$ cat config.mk
export PLATFORM = sky130hd
export DESIGN_NAME = sm_multiplier
export DESIGN_NICKNAME = d
export VERILOG_FILES = /design/src/rtl/sm_mul_pkg.sv /design/src/rtl/sm_mul_step.sv /design/src/rtl/sm_mul_ctrl.sv /design/src/rtl/sm_mul_regs.sv /design/src/rtl/sm_multiplier.sv
export SDC_FILE = /design/constraint.sdc
export NUM_CORES = 1
export LEC_CHECK = 0
export ABC_AREA = 1
export BUFFER_PORTS_ARGS = -buffer_cell sky130_fd_sc_hd__clkbuf_2
export CORE_MARGIN = 2
export CORE_UTILIZATION = 59
export CTS_BUF_LIST = sky130_fd_sc_hd__clkbuf_4
export CTS_CLUSTER_SIZE = 14
export DETAILED_ROUTE_END_ITERATION = 10
export GPL_TIMING_DRIVEN = 0
export PLACE_DENSITY = 0.83
export SLEW_MARGIN = 20
export SYNTH_ARGS = -nofsm -noshare
export SYNTH_HDL_FRONTEND = slang
export SYNTH_SLANG_ARGS = --single-unit
$ cat constraint.sdc
create_clock -name clk -period 3.46 [get_ports clk]
set_clock_uncertainty 0.15 [all_clocks]
set_input_delay 0.346 -clock clk [delete_from_list [all_inputs] [get_ports clk]]
set_output_delay 0.346 -clock clk [all_outputs]
set_load 0.03 [all_outputs]
$ cat src/rtl/sm_mul_pkg.sv
package sm_mul_pkg;

  typedef enum logic [1:0] {
    PH_IDLE = 2'd0,
    PH_RUN  = 2'd1,
    PH_RND  = 2'd2
  } mul_phase_e;

  // Sign of a sign-magnitude product.
  function automatic logic prod_sign_f(input logic s_a, input logic s_b);
    return s_a ^ s_b;
  endfunction

endpackage

$ cat src/rtl/sm_mul_step.sv
// One shift-and-add step over the double-width {ac, mq} register.
module sm_mul_step #(
  parameter int MAG_W = 35
) (
  input  logic [MAG_W-1:0] ac_in,
  input  logic [MAG_W-1:0] mq_in,
  input  logic [MAG_W-1:0] addend,
  output logic [MAG_W-1:0] ac_out,
  output logic [MAG_W-1:0] mq_out
);
  localparam int SUM_W = MAG_W + 1;

  function automatic logic [SUM_W-1:0] add_f(input logic [MAG_W-1:0] a,
                                             input logic [MAG_W-1:0] b,
                                             input logic             en);
    logic [SUM_W-1:0] s;
    s = {1'b0, a} + (en ? {1'b0, b} : '0);
    return s;
  endfunction

  logic [SUM_W-1:0] sum;

  always_comb begin
    sum    = add_f(ac_in, addend, mq_in[0]);
    ac_out = sum[SUM_W-1:1];
    mq_out = {sum[0], mq_in[MAG_W-1:1]};
  end
endmodule

$ cat src/rtl/sm_mul_ctrl.sv
// Phase sequencer: step counter, busy level, done pulse.
module sm_mul_ctrl
  import sm_mul_pkg::*;
#(
  parameter int MAG_W = 35
) (
  input  logic clk,
  input  logic rst_n,
  input  logic start,
  input  logic round_sel,
  input  logic opd_zero,
  output logic accept,
  output logic zero_fire,
  output logic step_en,
  output logic round_fire,
  output logic busy,
  output logic done
);
  localparam int CNT_W = $clog2(MAG_W + 1);
  localparam logic [CNT_W-1:0] LAST_CNT = CNT_W'(MAG_W - 1);

  mul_phase_e       phase_q, phase_d;
  logic [CNT_W-1:0] cnt_q, cnt_d;
  logic             rnd_q, rnd_d;
  logic             done_d;
  logic             last_step;

  always_comb begin
    accept     = (phase_q == PH_IDLE) && start;
    zero_fire  = accept && opd_zero;
    step_en    = (phase_q == PH_RUN);
    round_fire = (phase_q == PH_RND);
    last_step  = step_en && (cnt_q == LAST_CNT);
    busy       = (phase_q != PH_IDLE);

    phase_d = phase_q;
    cnt_d   = cnt_q;
    rnd_d   = rnd_q;
    done_d  = 1'b0;
    unique case (phase_q)
      PH_IDLE: begin
        if (zero_fire) begin
          done_d = 1'b1;
        end else if (accept) begin
          phase_d = PH_RUN;
          cnt_d   = '0;
          rnd_d   = round_sel;
        end
      end
      PH_RUN: begin
        cnt_d = cnt_q + 1'b1;
        if (last_step) begin
          if (rnd_q) begin
            phase_d = PH_RND;
          end else begin
            phase_d = PH_IDLE;
            done_d  = 1'b1;
          end
        end
      end
      PH_RND: begin
        phase_d = PH_IDLE;
        done_d  = 1'b1;
      end
      default: phase_d = PH_IDLE;
    endcase
  end

  always_ff @(posedge clk or negedge rst_n) begin
    if (!rst_n) begin
      phase_q <= PH_IDLE;
      cnt_q   <= '0;
      rnd_q   <= 1'b0;
      done    <= 1'b0;
    end else begin
      phase_q <= phase_d;
      cnt_q   <= cnt_d;
      rnd_q   <= rnd_d;
      done    <= done_d;
    end
  end
endmodule

$ cat src/rtl/sm_mul_regs.sv
// Accumulator, multiplier-quotient register and captured operand.
module sm_mul_regs
  import sm_mul_pkg::*;
#(
  parameter int MAG_W = 35
) (
  input  logic             clk,
  input  logic             rst_n,
  input  logic             accept,
  input  logic             zero_fire,
  input  logic             step_en,
  input  logic             round_fire,
  input  logic             busy,
  input  logic             opd_sign,
  input  logic [MAG_W-1:0] opd_mag,
  input  logic             mq_load,
  input  logic             mq_load_sign,
  input  logic [MAG_W-1:0] mq_load_mag,
  output logic             ac_sign,
  output logic [MAG_W-1:0] ac_mag,
  output logic             mq_sign,
  output logic [MAG_W-1:0] mq_mag
);
  logic [MAG_W-1:0] opd_q;
  logic [MAG_W-1:0] ac_step, mq_step;
  logic [MAG_W-1:0] ac_rnd;
  logic             load_ok;

  sm_mul_step #(.MAG_W(MAG_W)) u_step (
    .ac_in  (ac_mag),
    .mq_in  (mq_mag),
    .addend (opd_q),
    .ac_out (ac_step),
    .mq_out (mq_step)
  );

  always_comb begin
    ac_rnd  = ac_mag + {{(MAG_W-1){1'b0}}, mq_mag[MAG_W-1]};
    load_ok = mq_load && !busy && !accept;
  end

  always_ff @(posedge clk or negedge rst_n) begin
    if (!rst_n) begin
      ac_sign <= 1'b0;
      ac_mag  <= '0;
      mq_sign <= 1'b0;
      mq_mag  <= '0;
      opd_q   <= '0;
    end else begin
      if (accept) begin
        ac_sign <= prod_sign_f(opd_sign, mq_sign);
        mq_sign <= prod_sign_f(opd_sign, mq_sign);
        ac_mag  <= '0;
        opd_q   <= opd_mag;
        if (zero_fire) mq_mag <= '0;
      end else if (load_ok) begin
        mq_sign <= mq_load_sign;
        mq_mag  <= mq_load_mag;
      end else if (step_en) begin
        ac_mag <= ac_step;
        mq_mag <= mq_step;
      end else if (round_fire) begin
        ac_mag <= ac_rnd;
      end
    end
  end
endmodule

$ cat src/rtl/sm_multiplier.sv
module sm_multiplier #(
  parameter int MAG_W = 35
) (
  input  logic             clk,
  input  logic             rst_n,
  input  logic             start,
  input  logic             round_sel,
  input  logic             opd_sign,
  input  logic [MAG_W-1:0] opd_mag,
  input  logic             mq_load,
  input  logic             mq_load_sign,
  input  logic [MAG_W-1:0] mq_load_mag,
  output logic             ac_sign,
  output logic [MAG_W-1:0] ac_mag,
  output logic             mq_sign,
  output logic [MAG_W-1:0] mq_mag,
  output logic             busy,
  output logic             done
);
  // Named internal events, exposed for the bound checker.
  logic accept_w, zero_fire_w, step_w, round_fire_w;
  logic opd_zero;

  assign opd_zero = (opd_mag == '0);

  sm_mul_ctrl #(.MAG_W(MAG_W)) u_ctrl (
    .clk        (clk),
    .rst_n      (rst_n),
    .start      (start),
    .round_sel  (round_sel),
    .opd_zero   (opd_zero),
    .accept     (accept_w),
    .zero_fire  (zero_fire_w),
    .step_en    (step_w),
    .round_fire (round_fire_w),
    .busy       (busy),
    .done       (done)
  );

  sm_mul_regs #(.MAG_W(MAG_W)) u_regs (
    .clk          (clk),
    .rst_n        (rst_n),
    .accept       (accept_w),
    .zero_fire    (zero_fire_w),
    .step_en      (step_w),
    .round_fire   (round_fire_w),
    .busy         (busy),
    .opd_sign     (opd_sign),
    .opd_mag      (opd_mag),
    .mq_load      (mq_load),
    .mq_load_sign (mq_load_sign),
    .mq_load_mag  (mq_load_mag),
    .ac_sign      (ac_sign),
    .ac_mag       (ac_mag),
    .mq_sign      (mq_sign),
    .mq_mag       (mq_mag)
  );
endmodule

==> key figures <==
Synthesis
  – Number of synthesized flops with an enable pin: 0
  – Top_reg_cell synth: dfrtp_1
  – YS warnings: 0
  – Sequential area share after synthesis: 31.72%
  – Synth top area share: 31.72%
  – Cells after synthesis: 1477
  – Biggest area consumer among synthesized cells: dfrtp_1
  – Synth top area cells: dfrtp_1 (32%), nand2_1 (24%), nand3_1 (7.8%)
  – Synth unique cells: 42
  – Post-Syn Area: 9230 sq um
  – Synth Net Count: 1598
  – Syn Area/Cell: 6.249 sq um
  – Post-synth ARST share: 100.0%
  – Yosys reg bits: 117

Timing
  – Final period util: 90.69%
  – RSZ-0062 raised after global routing: no
  – Max Clk Rate: 0.3187 GHz
  – Least-Margin Pin Slew: 738.0 ps
  – Tmin final: 3138 ps
  – Worst slew margin: 50.62%
  – Final Max Tran Viols: 0
  – Final setup vio count: 0
  – Setup Total Neg Slack: 0 ps
  – Hold Fails Final Rpt: 0

Setup path
  – Most frequent CP cell: nand2_1
  – Slowest stage delay, CP: 620 ps
  – Critical Path RT: 3790 ps
  – Critical Path Fanout Max: 10
  – WP buf/inv: 2
  – CP Class: flip-flop to flip-flop
  – Reg-to-Reg Start: u_regs.mq_mag[0]
  – FF-to-FF path depth: 14
  – Critical Path, Cell by Cell: clkbuf_1 > nand2_1 > inv_1 > ha_1 > a21oi_1 > nand2_1 > a21oi_1 > nand3_1 > nand2_1 > nand2_1 > nand2_1 > nand3_1 > nand2_1 > nand2_1
  – Reg2reg setup slack: 320 ps
  – Crit end category: flip-flop
  – Worst r2r dst: u_regs.ac_mag[24]
  – Slowest cell on crit path: dfrtp_1
  – CP Launch Type: flip-flop
  – CP arrival: 3460 ps
  – CP delay by family, top: simple AND/OR/NAND/NOR gates

Hold path
  – Worst Hold Depth: 5
  – Hold Path Class: input pin to flip-flop
  – Hold Path Origin: mq_load_mag[1]
  – Hold EP: u_regs.mq_mag[1]

Layout
  – P&R area growth vs syn: 22.54%
  – Fin util: 74.13%
  – Fillers: 1236
  – Multi-input gate area: 5401 sq um
  – Register area: 2928 sq um
  – Layout cells sized above 1: 12.82%
  – Nets: 1840

Power and ir drop
  – Net Sw Frac: 55.75%
  – Clock power share: 12.4%
  – Sequential fraction of design power: 29.5%
  – P_sw: 0.004905 W
  – P_int: 0.003894 W
  – Power per cell area: 777.9 nW/um^2
  – Comb pwr share: 58.1%
  – Peak VDD IR: 0.0007324 V
  – Lkg Pwr: 6.270 nW

Clock network
  – Clk slew on worst S/H paths: 120 ps
  – Clk sinks: 117
  – CTS tree: yes
  – Clk Latency, worst-skew pair: 580 ps
  – Max Buffers Root-to-Sink: 2
  – CTS Buf Count: 17
  – H-tree depth: 4
  – Postcts setup bufs: 0
  – Clk Tree Root Cell: clkbuf_4

Placed design
  – IO Port Bufs: 150
  – Routability cong.: 0.9860
  – Post-DP HPWL: 23720 um

GRT
  – Initial antenna violation count: 1
  – Global Route met2 Usage: 67.16%
  – First-pass GRT wire length: 51160 um
  – GR Util met1: 49.36%
  – Global Route Usage Sum: 39.78%
  – Largest net degree at the start of global routing: 62
  – GRT busiest layer: met2
  – Via count of the first global-routing pass: 10260
  – Overflow after GRT: 0
  – Met3 usage: 7.969%

Floorplan
  – Die ar.: 16660 sq um
  – Initial Utilization: 60.49%
  – Die Ht: 129.1 um
  – Number of cell rows: 45
  – I/O Pins: 151
  – Core area: 15260 sq um
  – Die Width: 129.1 um

Route
  – DRT iter0 DRCs: 889
  – Vias per inst: 5.540
  – DR vias: 10780
  – Final wirelength: 32560 um
  – DR WL/cell: 16.74 um
  – TritonRoute pass-1 iters: 8
  – DR DRC count: 0
  – Antenna Nets Post-Route: 0

Run
  – Max-cap violation count: 0

Run status
  – Status: complete, no violations
==> cell usage after synthesis, types with 2 or more instances <==
master,instances
o21bai_1,3
clkbuf_1,28
xnor2_1,13
and2_1,2
buf_6,3
xor2_1,22
buf_2,6
inv_2,5
dfrtp_1,117
o21ai_0,62
nand4_1,12
nor3_1,18
buf_1,6
nand2_2,3
a31oi_1,2
nor3_2,5
or2_2,3
o21ai_1,3
ha_1,43
nor2_2,3
a21o_1,2
nand2_4,2
nand2_1,594
nor2_1,116
buf_4,4
a21oi_1,57
inv_1,176
o22ai_1,2
nor4_1,5
o211ai_1,5
nand3_1,144
==> cells in the final DEF (no fill, tap or decap), types with 4 or more instances in the layout <==
cell type      netlist  final
nand2_1            594    594
dlygate4sd3_1        0     73
inv_2                5      5
xnor2_1             13     13
clkbuf_1            28     26
nand4_1             12     12
inv_6                0      5
nor3_2               5      5
o211ai_1             5      5
clkbuf_2             0    150
buf_1                6      6
clkbuf_4             0     17
nand3_1            144    144
ha_1                43     43
xor2_1              22     22
inv_1              176    176
buf_2                6      6
nor3_1              18     18
nor2_1             116    116
nor4_1               5      5
buf_4                4      4
a21oi_1             57     57
dfrtp_1            117    117
o21ai_0             62     62
==> worst max-delay path by stage <==
stage                          start                 to  slack, ps  cells past startpoint
CTS                 u_regs.mq_mag[0]  u_regs.ac_mag[27]        130                     17
global placement               rst_n  u_regs.ac_mag[33]        140                      1
global route        u_regs.mq_mag[0]  u_regs.ac_mag[24]         50                     14
detailed placement  u_regs.mq_mag[0]  u_regs.ac_mag[27]        150                     17
finish              u_regs.mq_mag[0]  u_regs.ac_mag[24]        320                     14
floorplan           u_regs.mq_mag[0]  u_regs.ac_mag[27]        700                     18
==> power groups by stage <==
stage / Clock, W / Combinational [W] / Sequential (W)
after floorplan: 0 / 0.00284 / 0.00299
after global placement: 0 / 0.00480 / 0.00252
after detailed placement: 0 / 0.00489 / 0.00254
after CTS: 0.00109 / 0.00497 / 0.00252
after global routing: 0.00115 / 0.00561 / 0.00263
final: 0.00109 / 0.00512 / 0.00259
==> logic make-up (layout without fill, tap and decap cells) <==
group / Yosys count / in the layout / synth area share [%]
buffers and inverters: 228 / 483 / 9.760
xor gates and xnor gates: 35 / 35 / 3.321
adders and majority gates: 44 / 44 / 6.046
other: 0 / 2 / 0
AOI/OAI and AO/OA: 140 / 140 / 8.079
and+or+nand+nor: 912 / 912 / 40.97
DFF: 117 / 117 / 31.72
muxes: 1 / 1 / 0.1084
==> metal layers <==
layer | share of wire (%) | wire length (um) | vias up
met5 | 0 | 0 | -
met4 | 4.7 | 1532 | 0
met3 | 8.4 | 2744 | 140
met2 | 47 | 15400 | 614
met1 | 40 | 12890 | 4873
li1 | - | - | 5148
==> metrics by stage <==
step	hold WS [ps]	worst slack [ps]	total power (W)	area (sq um)	instances
detailed placement	192.3	146.1	0.007430	10280	1839
floorplan	-99.59	700.9	0.005832	9230	1477
CTS	13.74	129.7	0.008581	11310	1944
global placement	312.9	139.2	0.007330	10240	1838
finish	94.19	322.1	0.008799	11310	1945
global route	92.38	49.43	0.009390	11310	1945
==> area by class of cell <==
cell class | count | share of cell area (%)
clock buffer | 17 | 1.128
clock inverter | 15 | 1.493
buffer | 46 | 1.936
antenna | 2 | 0.04425
multi-input combinational | 1132 | 47.75
tap | 211 | 2.334
inverter | 181 | 6.007
sequential | 117 | 25.89
timing repair buffer | 224 | 13.42
==> worst min-delay path: stages <==
cell      delay [ps]
clkbuf_2          80
nand3_1          100
nand2_1           80
nand3_1          110
nand2_1           60
==> sequential cells by signal, indices dropped and copies added, names as in the netlist <==
| register | cells |
|---|---|
| u_regs.opd_q | 35 |
| u_regs.ac_mag | 35 |
| u_regs.ac_sign | 1 |
| u_ctrl.cnt_q | 6 |
| u_ctrl.done | 1 |
| u_ctrl.rnd_q | 1 |
| u_regs.mq_mag | 35 |
| u_regs.mq_sign | 1 |
| u_ctrl.phase_q | 2 |
==> repair_timing <==
action	CTS	global route
resized for setup	0	2
endpoints found under the hold margin	135	0
hold buffers	73	0
setup endpoints to repair	0	14
Note: power is estimated with default switching activity, not from simulation.
